`src/rtl/irq_route_pkg.sv`:
```
package irq_route_pkg;

  localparam int unsigned WORD_W = 32;
  localparam int unsigned IDX_W  = 8;

  localparam logic [7:0] OFF_SEL = 8'h00;
  localparam logic [7:0] OFF_WIN = 8'h10;
  localparam logic [2:0] SIZE_WORD = 3'd4;

  localparam logic [7:0] IDX_ID  = 8'h00;
  localparam logic [7:0] IDX_VER = 8'h01;
  localparam logic [7:0] IDX_ARB = 8'h02;
  localparam logic [7:0] IDX_TBL = 8'h10;

  localparam int unsigned DLV_BIT  = 12;
  localparam int unsigned RIRR_BIT = 14;

  localparam logic [31:0] LO_RO_MASK = 32'h0000_5000;
  localparam logic [31:0] ID_KEEP    = 32'h0F00_0000;
  localparam logic [63:0] ENTRY_RST  = 64'h0001_0000_0001_0000;

  // version word: highest entry number in 23:16, constant 0x11 below
  function automatic logic [31:0] ver_word(int unsigned n);
    logic [7:0] top;
    top = 8'(n - 1);
    return {8'h00, top, 16'h0011};
  endfunction

  // software half-write that leaves hardware-owned bits untouched
  function automatic logic [31:0] merge_half(logic [31:0] old_v,
                                             logic [31:0] new_v,
                                             logic [31:0] ro);
    return (new_v & ~ro) | (old_v & ro);
  endfunction

  function automatic logic in_table(logic [7:0] idx, int unsigned n);
    return (int'(idx) >= int'(IDX_TBL)) && (int'(idx) < int'(IDX_TBL) + 2 * int'(n));
  endfunction

endpackage

```
`src/rtl/irq_route_decode.sv`:
```
module irq_route_decode
  import irq_route_pkg::*;
#(
  parameter int unsigned NUM_ENTRIES = 24,
  localparam int unsigned SLOT_W = $clog2(NUM_ENTRIES)
) (
  input  logic              bus_valid,
  input  logic              bus_write,
  input  logic [7:0]        bus_offset,
  input  logic [2:0]        bus_size,
  input  logic [7:0]        sel_idx,
  output logic              acc_ok,
  output logic              sel_wr,
  output logic              win_wr,
  output logic              is_tbl,
  output logic [SLOT_W-1:0] slot,
  output logic              hi_half
);

  logic       shape_ok;
  logic [7:0] rel;

  assign shape_ok = (bus_size == SIZE_WORD) &&
                    ((bus_offset == OFF_SEL) || (bus_offset == OFF_WIN));
  assign acc_ok   = bus_valid && shape_ok;
  assign sel_wr   = acc_ok && bus_write && (bus_offset == OFF_SEL);
  assign win_wr   = acc_ok && bus_write && (bus_offset == OFF_WIN);

  assign is_tbl  = in_table(sel_idx, NUM_ENTRIES);
  assign rel     = sel_idx - IDX_TBL;
  assign slot    = rel[SLOT_W:1];
  assign hi_half = rel[0];

endmodule

```
`src/rtl/irq_route_entry.sv`:
```
module irq_route_entry
  import irq_route_pkg::*;
(
  input  logic        clk,
  input  logic        rst_n,
  input  logic        wr_lo,
  input  logic        wr_hi,
  input  logic [31:0] wdata,
  input  logic        set_dlv,
  input  logic        clr_dlv,
  input  logic        set_rirr,
  input  logic        clr_rirr,
  output logic [63:0] entry,
  output logic        wr_pulse
);

  logic [63:0] nxt;

  always_comb begin
    nxt = entry;
    if (wr_lo) nxt[31:0]  = merge_half(entry[31:0], wdata, LO_RO_MASK);
    if (wr_hi) nxt[63:32] = wdata;
    if (clr_dlv)  nxt[DLV_BIT]  = 1'b0;
    if (set_dlv)  nxt[DLV_BIT]  = 1'b1;
    if (clr_rirr) nxt[RIRR_BIT] = 1'b0;
    if (set_rirr) nxt[RIRR_BIT] = 1'b1;
  end

  always_ff @(posedge clk) begin
    if (!rst_n) begin
      entry    <= ENTRY_RST;
      wr_pulse <= 1'b0;
    end else begin
      entry    <= nxt;
      wr_pulse <= wr_lo || wr_hi;
    end
  end

endmodule

```
`src/rtl/irq_route_regfile.sv`:
```
module irq_route_regfile
  import irq_route_pkg::*;
#(
  parameter int unsigned NUM_ENTRIES = 24,
  localparam int unsigned SLOT_W = $clog2(NUM_ENTRIES),
  localparam int unsigned ENT_W  = 2 * WORD_W
) (
  input  logic                         clk,
  input  logic                         rst_n,
  input  logic                         bus_valid,
  input  logic                         bus_write,
  input  logic [7:0]                   bus_offset,
  input  logic [2:0]                   bus_size,
  input  logic [WORD_W-1:0]            bus_wdata,
  output logic [WORD_W-1:0]            bus_rdata,
  output logic [NUM_ENTRIES*ENT_W-1:0] entry_out,
  input  logic [NUM_ENTRIES-1:0]       sts_set_dlv,
  input  logic [NUM_ENTRIES-1:0]       sts_clr_dlv,
  input  logic [NUM_ENTRIES-1:0]       sts_set_rirr,
  input  logic [NUM_ENTRIES-1:0]       sts_clr_rirr,
  output logic [NUM_ENTRIES-1:0]       entry_wr_pulse
);

  logic [WORD_W-1:0] sel_q;
  logic [WORD_W-1:0] id_q;
  logic              acc_ok, sel_wr, win_wr, is_tbl, hi_half;
  logic [SLOT_W-1:0] slot;
  logic              ent_wr;
  logic              id_wr;
  logic [ENT_W-1:0]  ent_arr [NUM_ENTRIES];
  logic [WORD_W-1:0] win_rdata;

  irq_route_decode #(.NUM_ENTRIES(NUM_ENTRIES)) u_dec (
    .bus_valid  (bus_valid),
    .bus_write  (bus_write),
    .bus_offset (bus_offset),
    .bus_size   (bus_size),
    .sel_idx    (sel_q[IDX_W-1:0]),
    .acc_ok     (acc_ok),
    .sel_wr     (sel_wr),
    .win_wr     (win_wr),
    .is_tbl     (is_tbl),
    .slot       (slot),
    .hi_half    (hi_half)
  );

  assign ent_wr = win_wr && is_tbl;
  assign id_wr  = win_wr && (sel_q[IDX_W-1:0] == IDX_ID);

  always_ff @(posedge clk) begin
    if (!rst_n) begin
      sel_q <= '0;
      id_q  <= '0;
    end else begin
      if (sel_wr) sel_q <= bus_wdata;
      if (id_wr)  id_q  <= bus_wdata & ID_KEEP;
    end
  end

  for (genvar p = 0; p < NUM_ENTRIES; p++) begin : g_ent
    logic hit;
    assign hit = ent_wr && (slot == SLOT_W'(p));
    irq_route_entry u_ent (
      .clk      (clk),
      .rst_n    (rst_n),
      .wr_lo    (hit && !hi_half),
      .wr_hi    (hit && hi_half),
      .wdata    (bus_wdata),
      .set_dlv  (sts_set_dlv[p]),
      .clr_dlv  (sts_clr_dlv[p]),
      .set_rirr (sts_set_rirr[p]),
      .clr_rirr (sts_clr_rirr[p]),
      .entry    (ent_arr[p]),
      .wr_pulse (entry_wr_pulse[p])
    );
    assign entry_out[p*ENT_W +: ENT_W] = ent_arr[p];
  end

  always_comb begin
    win_rdata = '0;
    unique case (sel_q[IDX_W-1:0])
      IDX_ID:  win_rdata = id_q;
      IDX_VER: win_rdata = ver_word(NUM_ENTRIES);
      IDX_ARB: win_rdata = id_q;
      default: begin
        if (is_tbl)
          win_rdata = hi_half ? ent_arr[slot][63:32] : ent_arr[slot][31:0];
      end
    endcase
  end

  always_comb begin
    bus_rdata = '0;
    if (acc_ok && !bus_write)
      bus_rdata = (bus_offset == OFF_SEL) ? sel_q : win_rdata;
  end

endmodule

```
`config.mk`:
```
export PLATFORM = sky130hd
export DESIGN_NAME = irq_route_regfile
export DESIGN_NICKNAME = d
export VERILOG_FILES = /design/src/rtl/irq_route_pkg.sv /design/src/rtl/irq_route_decode.sv /design/src/rtl/irq_route_entry.sv /design/src/rtl/irq_route_regfile.sv
export SDC_FILE = /design/constraint.sdc
export NUM_CORES = 2
export LEC_CHECK = 0
export ABC_CLOCK_PERIOD_IN_PS = 4100
export BUFFER_PORTS_ARGS = -buffer_cell sky130_fd_sc_hd__buf_4
export CAP_MARGIN = 40
export CORE_AREA = 2 2 683 685
export CTS_CLUSTER_SIZE = 10
export DETAILED_ROUTE_END_ITERATION = 10
export DIE_AREA = 0 0 685 687
export GPL_TIMING_DRIVEN = 0
export PLACE_DENSITY = 0.38
export SETUP_SLACK_MARGIN = 0.4
export SLEW_MARGIN = 5
export SYNTH_ARGS = -nofsm -noshare
export SYNTH_HDL_FRONTEND = slang
export SYNTH_SLANG_ARGS = --single-unit
```
`constraint.sdc`:
```
create_clock -name clk -period 4.1 [get_ports clk]
set_input_delay 0.41 -clock clk [delete_from_list [all_inputs] [get_ports clk]]
set_output_delay 0.41 -clock clk [all_outputs]
set_load 0.005 [all_outputs]
```
==> impl_metrics.tcl <==
set metrics [dict create \
    grt_max_degree 16 \
    dieArea_mm2 0.4706 \
    design.core.area_mm2 0.4626 \
    port_buffers 1700 \
    slew-limit-headroom_pct 26.81 \
    htree_levels 4 \
    drc 0 \
    cp_slowest_cell "a211oi_4" \
    drv_cap 0 \
    status "finished with violations" \
    p_leak_uw 0.04090 \
    synth_edf_count 0 \
    seq_area_frac_synth_pct 44.21 \
    finalPower_uw 36120 \
    grt_antenna_before_repair 127 \
    vias 84310 \
    grt_pass1_vias 76032 \
    ios 1735 \
    multiInputGateArea_mm2 0.03896 \
    n_fill_cell 50524 \
    vdd_drop_max_uv 315.9 \
    drtAntennaViolNets 0 \
    tightest_slew_ns 1.088 \
    hold_viol_final 0 \
    vias_per_cell 4.892 \
    tritoncts "done" \
    synth_xor_area_share_pct 0 \
    cp_max_fo 6 \
    pre_cts_ws_ns -2.397 \
    regArea_mm2 0.03196 \
    fmax_ghz 0.2071 \
    yosysWarnings 0 \
    period_share_pct 117.8 \
    cts-root-buf "clkbuf_16" \
    crit_chain "buf_6 > clkinvlp_4 > buf_6 > buf_8 > buf_12 > ha_4 > buf_8 > buf_12 > clkbuf_16 > buf_12 > clkbuf_16 > o221ai_4 > a211oi_4 > o211ai_1 > o211a_1 > buf_6" \
    finalNetCount 11012 \
    end_kind "output pin" \
    area_delta_synth_final_pct 55.04 \
    crit_path_max_incr_delay_ns 0.43 \
    fp-row-count 250 \
    cts.sinks 1596 \
    synthesis.nets 8442 \
    cp.required_ns 3.69 \
    syn-instance-count 8297 \
    final_max_slew_viol_count 0 \
    yosys.area_share.simple_pct 19.12 \
    finClkSkew_ns 0.09060 \
    netlist_area_mm2 0.07227 \
    drtIter0Drc 11068 \
    crit_type "flop to output pin" \
    grt_use_total_pct 35.91 \
    gp_routability_congestion 1.027 \
    clock_latency_ns 1.01 \
    drt-pass1-iter-count 6 \
    die_w_um 685 \
    violations "setup timing" \
    dp_hpwl_um 720200 \
    ys_async_sr_fraction_pct 0 \
    min_path_type "input pin to flop" \
    fp.dieH_um 687 \
    finalCriticalPeriod_ns 4.830 \
    synth_fa_ha_area_share_pct 0.03463 \
    grt-ovfl-total 0 \
    rsz0062_at_grt "yes" \
    routedWlPerCell_um 51.13 \
    reg2reg_slack_ns 0.25 \
    finalWirelength_um 881100 \
    crit_buf_inv 11 \
    synth-compound-area-share_pct 18.89 \
    ctsLongestPathBuffers 4 \
    powerDensity_mw_per_mm2 322.4 \
    synth_top_family_by_area "simple AND/OR/NAND/NOR gates" \
    drive_above_1_share_pct 33.32 \
    synth_cell_types 76 \
    start_kind "flop" \
    initial_core_util_pct 15.62 \
    ys_seq_elements 1596 \
    setup_viol 32 \
    syn_avg_cell_area_um2 8.710 \
    grt_first_pass_wirelength_um 1053000 \
    numCtsBuffers 202 \
    cp.arrival_ns 4.42 \
    path_clk_slew_ns 0.06 \
    muxShareOfSynthArea_pct 12.52 \
    cpLargestDelayFamily "buffers and inverters" \
    fin_ws_ns -0.7297 \
    synth_ff_type "dfxtp_1" \
]
layout by cell type (no fill, tap or decap), types with 14 or more instances in the layout:
master,instances
nand2_1,3168
buf_4,1924
dfxtp_1,1593
a21boi_1,1205
clkbuf_1,417
mux4_2,309
a21boi_0,267
clkbuf_16,207
buf_2,170
buf_6,136
dlygate4sd3_1,124
buf_12,117
buf_8,112
clkbuf_2,112
mux2i_1,106
buf_16,95
diode_2,75
nand3_1,63
nor2_1,61
nor2b_1,58
o21a_1,48
clkbuf_8,44
mux2i_4,43
mux2i_2,36
nor2_2,31
nand2_2,30
a21oi_2,27
o21ai_0,23
o22ai_1,23
a21oi_1,23
nor2_4,21
a22oi_2,19
a22oi_1,17
clkbuf_4,16
mux2_2,15
a221oi_4,14
where the power goes:
part	switching (uW)	internal, uW	leakage [uW]
registers	112	15500	0.0129
logic	1450	679	0.0250
clock network	8310	10000	0.00302
total	9870	26300	0.0409
cell type report:
type / count / area share, %
antenna: 75 / 0.1675
buffer: 826 / 5.180
clock buffer: 294 / 5.187
clock inverter: 29 / 0.3451
inverter: 4 / 0.01898
multi-input combinational: 5871 / 34.77
sequential: 1596 / 28.52
tap: 6174 / 6.894
timing repair buffer: 2366 / 18.92
routing by layer:
layer  part of all wire [%]  wire length [um]  GRT usage, %  up-vias
met2                     42            371300         53.87     6029
li1                       -                 -             -    33212
met5                  0.046               407       0.01020        -
met4                     10             91190         29.66       58
met3                     12            109400         16.23     1842
met1                     35            308900         38.85    43169
worst paths after layout:
kind	cells after the start	endpoint	start
max	16	bus_rdata[0]	sel_q[4]$_SDFFE_PN0P_
min	3	g_ent[21].u_ent.entry[32]$_SDFFE_PN0P_	bus_wdata[0]
max reg2reg	15	g_ent[18].u_ent.entry[3]$_SDFFE_PN0P_	sel_q[4]$_SDFFE_PN0P_
min reg2reg	2	g_ent[14].u_ent.entry[47]$_SDFFE_PN0P_	g_ent[14].u_ent.entry[47]$_SDFFE_PN0P_
cells in the mapped netlist (28+ instances only):
master    number  share of area (%)
a21boi_0     267                2.8
a21boi_1    1205                 13
a21oi_1       61               0.42
a221oi_1      28               0.34
a22oi_1       36               0.37
buf_2        187                1.3
buf_4         69               0.72
clkbuf_1     532                2.8
dfxtp_1     1596                 44
mux2i_1      185                2.6
mux4_2       309                9.6
nand2_1     3206                 17
nand3_1       65               0.45
nor2_1        91               0.47
nor2b_1       61               0.53
o21a_1        48               0.50
o21ai_0       32               0.22
o221ai_1      31               0.38
tightest hold or removal path, delay by kind of cell:
family / cells / cell delay (ns)
AND/OR/NAND/NOR: 1 / 0.14
buffers and inverters: 1 / 0.33
AO/OA/AOI/OAI: 1 / 0.07
cell families (layout without fill, tap and decap cells):
kind of cell	after synthesis	count (layout)
AND/OR/NAND/NOR	3522	3522
AO/OA/AOI/OAI	1832	1832
flip-flops	1596	1596
buffers and inverters	830	3519
multiplexers	515	515
adder cells (fa/ha/maj)	2	2
other	0	75
state kept, by name (all words and copies together), names as in the netlist:
signal	cells
g_ent.u_ent.entry	1536
g_ent.u_ent.wr_pulse	24
sel_q	32
id_q	4
metrics by stage:
stage	TNS (ns)	instance area, um^2	cells	util [%]	hold WS, ns
2_1_floorplan	0	72270	8297	-	0.4378
3_3_place_gp	-3873.20	92750	16171	20.05	0.4538
5_1_grt	-15.92	111900	17190	24.19	0.04965
6_report	-18.87	112000	17235	24.22	0.02762
4_1_cts	-16.05	110800	17118	23.95	0.002408
3_5_place_dp	-1428.73	96450	16428	20.85	0.4587
timing repair:
item,CTS,global route
resized for setup,908,267
cloned,6,0
hold endpoints to repair,458,0
setup endpoints to repair,1544,737
hold buffers,124,0
setup buffers,237,39
pin swaps,70,57
Note: power is estimated with default switching activity, not from simulation.
